===== src/rtl/cos_irq_pkg.sv =====
package cos_irq_pkg;

  // Strobes passed from bus decode to the event datapath
  typedef struct packed {
    logic statusRead;   // clearing read of the status offset this cycle
    logic enableWrite;  // load of the bank enable mask this cycle
  } ctlStrobe_t;

endpackage


===== src/rtl/cos_irq_datapath.sv =====
module cos_irq_datapath
  import cos_irq_pkg::*;
#(
  parameter int NUM_BANKS   = 6,
  parameter int BANK_W      = 8,
  parameter int SYNC_STAGES = 2,
  localparam int LINES      = NUM_BANKS * BANK_W
) (
  input  logic                 clk,
  input  logic                 rstN,
  input  logic [LINES-1:0]     lineIn,
  input  ctlStrobe_t           strobe,
  input  logic [NUM_BANKS-1:0] wrEnable,
  output logic [LINES-1:0]     syncLines,
  output logic [NUM_BANKS-1:0] pendQ,
  output logic [NUM_BANKS-1:0] bankEn,
  output logic                 irqOut
);

  logic [LINES-1:0]     stageQ [SYNC_STAGES];
  logic [LINES-1:0]     prevQ;
  logic [NUM_BANKS-1:0] edgeBank;
  logic [NUM_BANKS-1:0] pendNext;

  // Input synchroniser chain
  always_ff @(posedge clk or negedge rstN) begin
    if (!rstN) begin
      stageQ <= '{default: '0};
    end else begin
      stageQ[0] <= lineIn;
      for (int s = 1; s < SYNC_STAGES; s++) begin
        stageQ[s] <= stageQ[s-1];
      end
    end
  end

  assign syncLines = stageQ[SYNC_STAGES-1];

  // Previous synchronised value for edge detection
  always_ff @(posedge clk or negedge rstN) begin
    if (!rstN) prevQ <= '0;
    else       prevQ <= syncLines;
  end

  // One change detector per bank
  for (genvar b = 0; b < NUM_BANKS; b++) begin : g_bank
    assign edgeBank[b] = |(syncLines[b*BANK_W +: BANK_W] ^ prevQ[b*BANK_W +: BANK_W]);
  end

  // Enable mask register
  always_ff @(posedge clk or negedge rstN) begin
    if (!rstN)                   bankEn <= '0;
    else if (strobe.enableWrite) bankEn <= wrEnable;
  end

  // Pending flags: a clearing read never masks an event from the same cycle
  assign pendNext = (pendQ & ~{NUM_BANKS{strobe.statusRead}}) | (edgeBank & bankEn);

  always_ff @(posedge clk or negedge rstN) begin
    if (!rstN) pendQ <= '0;
    else       pendQ <= pendNext;
  end

  assign irqOut = |(pendQ & bankEn);

  // a flag can only rise for a bank that was enabled
  a_r5_no_set_disabled: assert property (@(posedge clk) disable iff (!rstN)
    (pendQ & ~$past(pendQ) & ~$past(bankEn)) == '0);

  // an enabled edge always leaves its flag set, read or not
  a_r8_edge_survives_clear: assert property (@(posedge clk) disable iff (!rstN)
    (edgeBank & bankEn) != '0 |=> (pendQ & $past(edgeBank & bankEn)) == $past(edgeBank & bankEn));

  // a clearing read with no concurrent edge empties all flags
  a_r7_read_clears: assert property (@(posedge clk) disable iff (!rstN)
    (strobe.statusRead && edgeBank == '0) |=> pendQ == '0);

  // the enable mask follows the written value
  a_r3_enable_load: assert property (@(posedge clk) disable iff (!rstN)
    strobe.enableWrite |=> bankEn == $past(wrEnable));

  // nothing enabled means no request
  a_r6_quiet_when_disabled: assert property (@(posedge clk) disable iff (!rstN)
    bankEn == '0 |-> !irqOut);

endmodule


===== src/rtl/cos_irq_control.sv =====
module cos_irq_control
  import cos_irq_pkg::*;
#(
  parameter int NUM_BANKS   = 6,
  parameter int BANK_W      = 8,
  parameter int ADDR_W      = 3,
  parameter int STATUS_ADDR = 7,
  parameter int HOLE_ADDR   = 3,
  localparam int LINES      = NUM_BANKS * BANK_W,
  localparam int IRQ_BIT    = BANK_W - 2,
  localparam int EN_BIT     = BANK_W - 1
) (
  input  logic                 clk,
  input  logic                 rstN,
  input  logic [ADDR_W-1:0]    busAddr,
  input  logic                 busRd,
  input  logic                 busWr,
  input  logic [BANK_W-1:0]    busWdata,
  input  logic [LINES-1:0]     syncLines,
  input  logic [NUM_BANKS-1:0] pendQ,
  input  logic [NUM_BANKS-1:0] bankEn,
  input  logic                 irqOut,
  output logic [BANK_W-1:0]    busRdata,
  output ctlStrobe_t           strobe,
  output logic [NUM_BANKS-1:0] wrEnable
);

  logic statusHit;
  logic holeHit;
  int   byteIdx;

  assign statusHit = (busAddr == ADDR_W'(STATUS_ADDR));
  assign holeHit   = (busAddr == ADDR_W'(HOLE_ADDR));

  assign strobe.statusRead  = busRd && statusHit;
  assign strobe.enableWrite = busWr && statusHit;
  assign wrEnable           = busWdata[NUM_BANKS-1:0];

  // Level bytes sit below and above the unused hole offset
  always_comb begin
    if (int'(busAddr) < HOLE_ADDR) byteIdx = int'(busAddr);
    else                           byteIdx = int'(busAddr) - 1;
  end

  always_comb begin
    busRdata = '0;
    if (busRd) begin
      if (statusHit) begin
        busRdata[NUM_BANKS-1:0] = pendQ;
        busRdata[IRQ_BIT]       = ~irqOut;
        busRdata[EN_BIT]        = |bankEn;
      end else if (!holeHit && byteIdx < NUM_BANKS) begin
        busRdata = syncLines[byteIdx*BANK_W +: BANK_W];
      end
    end
  end

  // The bus never reads and writes at once
  a_r7_single_strobe: assert property (@(posedge clk) disable iff (!rstN)
    !(busRd && busWr));

  // the unused offset always returns zero
  a_r2_hole_zero: assert property (@(posedge clk) disable iff (!rstN)
    (busRd && holeHit) |-> busRdata == '0);

endmodule


===== src/rtl/cos_bank_irq.sv =====
module cos_bank_irq
  import cos_irq_pkg::*;
#(
  parameter int NUM_BANKS   = 6,
  parameter int BANK_W      = 8,
  parameter int SYNC_STAGES = 2,
  parameter int ADDR_W      = 3,
  parameter int STATUS_ADDR = 7,
  parameter int HOLE_ADDR   = 3,
  localparam int LINES      = NUM_BANKS * BANK_W
) (
  input  logic              clk,
  input  logic              rstN,
  input  logic [LINES-1:0]  lineIn,
  input  logic [ADDR_W-1:0] busAddr,
  input  logic              busRd,
  input  logic              busWr,
  input  logic [BANK_W-1:0] busWdata,
  output logic [BANK_W-1:0] busRdata,
  output logic              irqReq
);

  ctlStrobe_t           strobe;
  logic [NUM_BANKS-1:0] wrEnable;
  logic [LINES-1:0]     syncLines;
  logic [NUM_BANKS-1:0] pendQ;
  logic [NUM_BANKS-1:0] bankEn;

  cos_irq_control #(
    .NUM_BANKS(NUM_BANKS), .BANK_W(BANK_W), .ADDR_W(ADDR_W),
    .STATUS_ADDR(STATUS_ADDR), .HOLE_ADDR(HOLE_ADDR)
  ) ctl_i (
    .clk(clk), .rstN(rstN), .busAddr(busAddr), .busRd(busRd), .busWr(busWr),
    .busWdata(busWdata), .syncLines(syncLines), .pendQ(pendQ), .bankEn(bankEn),
    .irqOut(irqReq), .busRdata(busRdata), .strobe(strobe), .wrEnable(wrEnable)
  );

  cos_irq_datapath #(
    .NUM_BANKS(NUM_BANKS), .BANK_W(BANK_W), .SYNC_STAGES(SYNC_STAGES)
  ) dp_i (
    .clk(clk), .rstN(rstN), .lineIn(lineIn), .strobe(strobe), .wrEnable(wrEnable),
    .syncLines(syncLines), .pendQ(pendQ), .bankEn(bankEn), .irqOut(irqReq)
  );

endmodule


===== config.mk =====
export PLATFORM = sky130hd
export DESIGN_NAME = cos_bank_irq
export DESIGN_NICKNAME = d
export VERILOG_FILES = /design/src/rtl/cos_irq_pkg.sv /design/src/rtl/cos_irq_datapath.sv /design/src/rtl/cos_irq_control.sv /design/src/rtl/cos_bank_irq.sv
export SDC_FILE = /design/constraint.sdc
export NUM_CORES = 1
export LEC_CHECK = 0
export BUFFER_PORTS_ARGS = -buffer_cell sky130_fd_sc_hd__buf_2
export CAP_MARGIN = 20
export CORE_ASPECT_RATIO = 1.25
export CORE_MARGIN = 2
export CORE_UTILIZATION = 51
export DETAILED_ROUTE_END_ITERATION = 16
export GPL_TIMING_DRIVEN = 0
export HOLD_SLACK_MARGIN = 0.15
export PLACE_DENSITY = 0.75
export SLEW_MARGIN = 10
export SYNTH_ARGS = -nofsm -noshare
export SYNTH_HDL_FRONTEND = slang
export SYNTH_SLANG_ARGS = --single-unit

===== constraint.sdc =====
create_clock -name clk -period 1.5 [get_ports clk]
set_input_delay 0.075 -clock clk [delete_from_list [all_inputs] [get_ports clk]]
set_output_delay 0.075 -clock clk [all_outputs]
set_load 0.005 [all_outputs]

==> impl_metrics.toml, run 1 <==
[outcome]
violations = "setup timing"
status = "complete, but fails checks"

[sta]
hold_ws_ps = 193
timing.final.ws_setup_ps = -280
skew_ps = 6.90
tightest_slew_ps = 515
fmax_mhz = 562
slew_headroom = 0.657
fin_crit_sh = 1.19
finalHoldViolCount = 0
rsz0062_at_grt = "yes"
setup_viol = 9
fin_setup_tns_ps = -1660
slew_viol_final = 0
min_period_ps = 1780

[critical_path]
worstPathRequired_ps = 1420
path_cells = "or4_4, nor3_2, o2bb2ai_1, buf_2"
critPathMaxStageDelay_ps = 520
start_kind = "flop"
critical_path_class = "reg -> out"
slowest_stage = "or4_4"
cp-end-kind = "output pin"
cp_max_fo = 2
arrival_ps = 1710
crit_family = "simple AND/OR/NAND/NOR gates"
critical_path_buf_inv_count = 1

[grt]
grt_max_degree = 101
grt.total_usage = 0.220
antenna_found_initial = 0
grt_pass1_wl_um = 17900
grt_pass1_vias = 3516
grt_overflow_total = 0

[place]
dp_hpwl_um = 6610
dpl.cell_count = 535
gp_congestion = 0.867
portBuffers = 68
dp_slack_ps = -516
place_area_um2 = 5790

[power]
p_int_mw = 7.63
total_power_mw = 9.91
clkPwrFrac = 0.430
netSwitchingFraction = 0.230
power_frac_comb = 0.101
switchingPower_mw = 2.28
p_seq_frac = 0.469
powerDensity_nw_per_um2 = 1340
leakage_nw = 3.26
ir_worst_vdd_uv = 990

[finish]
layout_common_cells = "dfrtp_1 (155), buf_2 (64), dlygate4sd3_1 (55), xnor2_1 (48), nand2_1 (18)"
antenna_cells = 0
multi_input_area_um2 = 1510
layout_commonest_cell = "dfrtp_1"
regArea_um2 = 3910
layout-drive-gt1-share = 0.343
synthToLayoutAreaGrowth_pct = 40.4
fillers = 606
post-route-util = 0.734
fin_area_um2 = 7380
nets = 565
final_cells = 642

[synthesis]
synth.avg_cell_area_um2 = 15.6
async_flop_share = 1.00
ys.flop_type = "dfrtp_1"
syn-num-nets = 402
synth_edf_count = 0
syn_area_um2 = 5260
yosysWarnings = 0
yosysSeqAreaShare = 0.743
yosysUniqueCellTypes = 40
syn_inst = 337
ys_seq_elements = 156

[route]
drc = 0
vias = 3316
wl_um = 11300
via_per_inst = 5.17
antenna_left = 0
wl_per_cell_um = 17.6
drtIter0Drc = 248
drtPass1Iterations = 4

[cts]
numCtsBuffers = 17
htree_levels = 4
clk_pin_slew_worst_paths_ps = 60
root_buffer = "clkbuf_16"
clk_latency_ps = 420
clock_sinks = 156
cts_buffer_depth = 2
cts_tree = "built"

[floorplan]
die_w_um = 94.8
start_util = 0.523
core.rowCount = 41
core_area_um2 = 10100
die_area_um2 = 11100
top_level_ports = 72
die_h_um = 118

[worst_hold_path]
hold_class = "in -> async"

[flow_run]
drv_cap = 0
==> flip-flops by register name, summed over array words and instances (netlist names) <==
| signal | count |
|---|---|
| dp_i.prevQ | 48 |
| dp_i.pendQ | 6 |
| dp_i.bankEn | 6 |
| dp_i.syncLines | 48 |
| dp_i.stageQ | 48 |
==> metal layers <==
layer  up-vias  global-route usage  wire length [um]
met5         -                   0                 0
met4         0               0.109               350
met1      1670               0.282              4550
met3        31              0.0685               552
met2       121               0.338              5850
li1       1494                   -                 -
==> kinds of logic (layout without fill, tap and decap cells) <==
logic type	Yosys count	count (layout)	share of synthesized area
xor gates and xnor gates	48	48	0.0800
adders and majority gates	2	2	0.00476
buffers and inverters	9	185	0.00976
DFF	156	156	0.743
muxes	21	21	0.0417
and+or+nand+nor	54	54	0.0574
AOI/OAI and AO/OA	47	47	0.0638
==> cell usage after synthesis (2+ instances only) <==
| library cell | count | area [um^2] |
|---|---|---|
| inv_1 | 4 | 15.0 |
| ha_1 | 2 | 25.0 |
| dfrtp_1 | 156 | 3900 |
| mux2_1 | 7 | 78.8 |
| xnor2_1 | 48 | 420 |
| nand2_1 | 19 | 71.3 |
| nor3_1 | 3 | 15.0 |
| a31oi_1 | 2 | 12.5 |
| o22ai_1 | 7 | 43.8 |
| mux2i_1 | 14 | 140 |
| buf_6 | 2 | 22.5 |
| and3_1 | 2 | 12.5 |
| nand2b_1 | 2 | 12.5 |
| buf_2 | 2 | 10.0 |
| nand4_1 | 12 | 75.1 |
| a22oi_1 | 3 | 22.5 |
| a21oi_1 | 9 | 45.0 |
| nand3_1 | 5 | 25.0 |
| nor2_1 | 3 | 11.3 |
| a32o_1 | 7 | 70.1 |
| o21ai_0 | 9 | 45.0 |
==> what timing repair did <==
action	4_1_cts	5_1_grt
resized for setup	35	35
endpoints found under the hold margin	210	0
hold buffers	55	0
setup buffers	11	10
pin swaps	14	24
endpoints found under the setup margin	8	9
==> worst paths after layout <==
path	start	endpoint	slack (ps)	cells past startpoint
setup / recovery	dp_i.bankEn[1]	busRdata[7]	-280	4
hold / removal	rstN	dp_i.stageQ[90]	190	2
setup reg to reg	dp_i.syncLines[4]	dp_i.pendQ[0]	210	5
hold reg to reg	dp_i.stageQ[56]	dp_i.syncLines[8]	340	0
max in group asynchronous	rstN	dp_i.syncLines[23]	460	3
min in group clk	busRd	dp_i.pendQ[1]	250	4
==> power groups by stage <==
stage	Combinational (mW)	Sequential, mW	Clock (mW)
global route	1.09	4.67	4.53
CTS	0.884	4.64	4.35
floorplan	0.377	4.65	0
global placement	0.625	4.69	0
detailed placement	0.657	4.71	0
finish	1.00	4.65	4.26
==> layout make-up <==
cell class / instances / area share
Multi-Input combinational cell: 172 / 0.205
Clock buffer: 19 / 0.0587
Inverter: 4 / 0.00288
Clock inverter: 13 / 0.0227
Timing Repair Buffer: 144 / 0.154
Sequential cell: 156 / 0.529
Tap cell: 129 / 0.0219
Buffer: 5 / 0.00627
No activity file was read; power rests on OpenSTA's default activity.
==> run 2: changes to the inputs <==
--- a/config.mk
+++ b/config.mk
@@ -9,11 +9,11 @@
 export CAP_MARGIN = 20
 export CORE_ASPECT_RATIO = 1.25
 export CORE_MARGIN = 2
-export CORE_UTILIZATION = 51
+export CORE_UTILIZATION = 56
 export DETAILED_ROUTE_END_ITERATION = 16
 export GPL_TIMING_DRIVEN = 0
 export HOLD_SLACK_MARGIN = 0.15
-export PLACE_DENSITY = 0.75
+export PLACE_DENSITY = 0.78
 export SLEW_MARGIN = 10
 export SYNTH_ARGS = -nofsm -noshare
 export SYNTH_HDL_FRONTEND = slang
==> constraint.sdc (replaced) <==
create_clock -name clk -period 1.7 [get_ports clk]
set_input_delay 0.085 -clock clk [delete_from_list [all_inputs] [get_ports clk]]
set_output_delay 0.085 -clock clk [all_outputs]
set_load 0.005 [all_outputs]
==> impl_metrics.toml, run 2 (synthesized netlist as in run 1, its figures left out) <==
[finish]
antenna_cells = 0
synthToLayoutAreaGrowth_pct = 37.2
nets = 560
layout_common_cells = "dfrtp_1 (156), buf_2 (66), dlygate4sd3_1 (55), xnor2_1 (48), nand2_1 (18)"
fillers = 492
layout_commonest_cell = "dfrtp_1"
layout-drive-gt1-share = 0.294
fin_area_um2 = 7210

[route]
wl_um = 11000
highest_layer = "met4"
drtPass1Iterations = 4
antenna_left = 0
met3_length_um = 642
routed-wl-met2_um = 5650
drtIter0Drc = 258
drt-met1-wl_um = 4240
wl_per_cell_um = 17.4
drc = 0
vias = 3331
via_per_inst = 5.29

[power]
leakage_nw = 3.21
powerDensity_nw_per_um2 = 1200
ir_worst_vdd_uv = 982

[sta]
skew_ps = 4.20
min_period_ps = 1830
setup_viol = 8
slew_viol_final = 0
hold_ws_ps = 253
slew_headroom = 0.557
rsz0062_at_grt = "yes"
fin_setup_tns_ps = -376
fmax_mhz = 546
finalHoldViolCount = 0
timing.final.ws_setup_ps = -132
tightest_slew_ps = 664
fin_crit_sh = 1.08

[cts]
clk_latency_ps = 410
root_buffer = "clkbuf_16"
clock_sinks = 156
numCtsBuffers = 17
clk_pin_slew_worst_paths_ps = 60
cts_buffer_depth = 2
htree_levels = 4
cts_tree = "built"

[floorplan]
die_w_um = 90.7
die_h_um = 112
start_util = 0.576
top_level_ports = 72
core.rowCount = 39
core_area_um2 = 9130
die_area_um2 = 10200

[grt]
grt_overflow_total = 0
antenna_found_initial = 0
grt_max_degree = 84
grt_pass1_wl_um = 17400
grt_pass1_vias = 3513
grt.total_usage = 0.230

[place]
gp_congestion = 0.870
dp_hpwl_um = 6390
dp_slack_ps = -350
portBuffers = 68
place_area_um2 = 5780

[outcome]
status = "complete, but fails checks"
violations = "setup timing"

[critical_path]
arrival_ps = 1750
critical_path_class = "in -> out"
rr_startpoint = "dp_i.syncLines[47]"
worstPathRequired_ps = 1620
start_kind = "primary input"
setup.worst_path.start = "busAddr[0]"
cp-end-kind = "output pin"
cp_max_fo = 6

[worst_hold_path]
hold_class = "in -> async"

[flow_run]
drv_cap = 0
run 2: cell type report:
type / instances / area, um^2 / share of cell area
Clock inverter: 10 / 141 / 0.0196
Buffer: 5 / 46.3 / 0.00642
Timing Repair Buffer: 139 / 1080 / 0.150
Inverter: 4 / 18.8 / 0.00260
Clock buffer: 21 / 450 / 0.0625
Multi-Input combinational cell: 172 / 1420 / 0.197
Sequential cell: 156 / 3900 / 0.541
Tap cell: 123 / 154 / 0.0213
run 2: final timing paths:
check	end	slack, ps	depth (start not counted)
worst min register to register	dp_i.syncLines[31]	350	0
min in group clk	dp_i.pendQ[1]	270	4
worst max-delay path	busRdata[6]	-130	10
worst max register to register	dp_i.pendQ[5]	470	5
max in group asynchronous	dp_i.syncLines[19]	660	3
worst min-delay path	dp_i.stageQ[93]	250	2
run 2: stage by stage:
| step | util | cells | total power [mW] |
|---|---|---|---|
| final | 0.790 | 630 | 8.64 |
| after global routing | 0.790 | 630 | 8.97 |
| after CTS | 0.777 | 624 | 8.63 |
| after detailed placement | 0.634 | 529 | 4.73 |
| after global placement | 0.630 | 528 | 4.69 |
| after floorplan | - | 337 | 4.43 |
run 2: per-layer routing:
| layer | vias to the layer above | GRT usage |
|---|---|---|
| met4 | 0 | 0.0985 |
| li1 | 1485 | - |
| met1 | 1675 | 0.279 |
| met5 | - | 0 |
| met2 | 131 | 0.379 |
| met3 | 40 | 0.0765 |
run 2: worst max-delay path, cell delays in order:
cell	delay, ps
buf_8	80
buf_6	90
inv_2	40
ha_4	170
and3b_2	220
a21o_1	250
a21oi_4	230
o221ai_1	220
o22ai_1	200
buf_2	150
run 2: power breakdown:
part           internal (mW)  switching, mW  leakage, nW
logic                  0.444          0.373         1.14
registers               3.93          0.164         1.81
clock network           2.34           1.39        0.272
total                   6.72           1.93         3.21
run 2: timing repair:
item,4_1_cts,5_1_grt
setup buffers,9,6
setup endpoints to repair,8,8
endpoints found under the hold margin,127,0
hold buffers,55,0
gates resized for setup,27,15
pin swaps,15,11
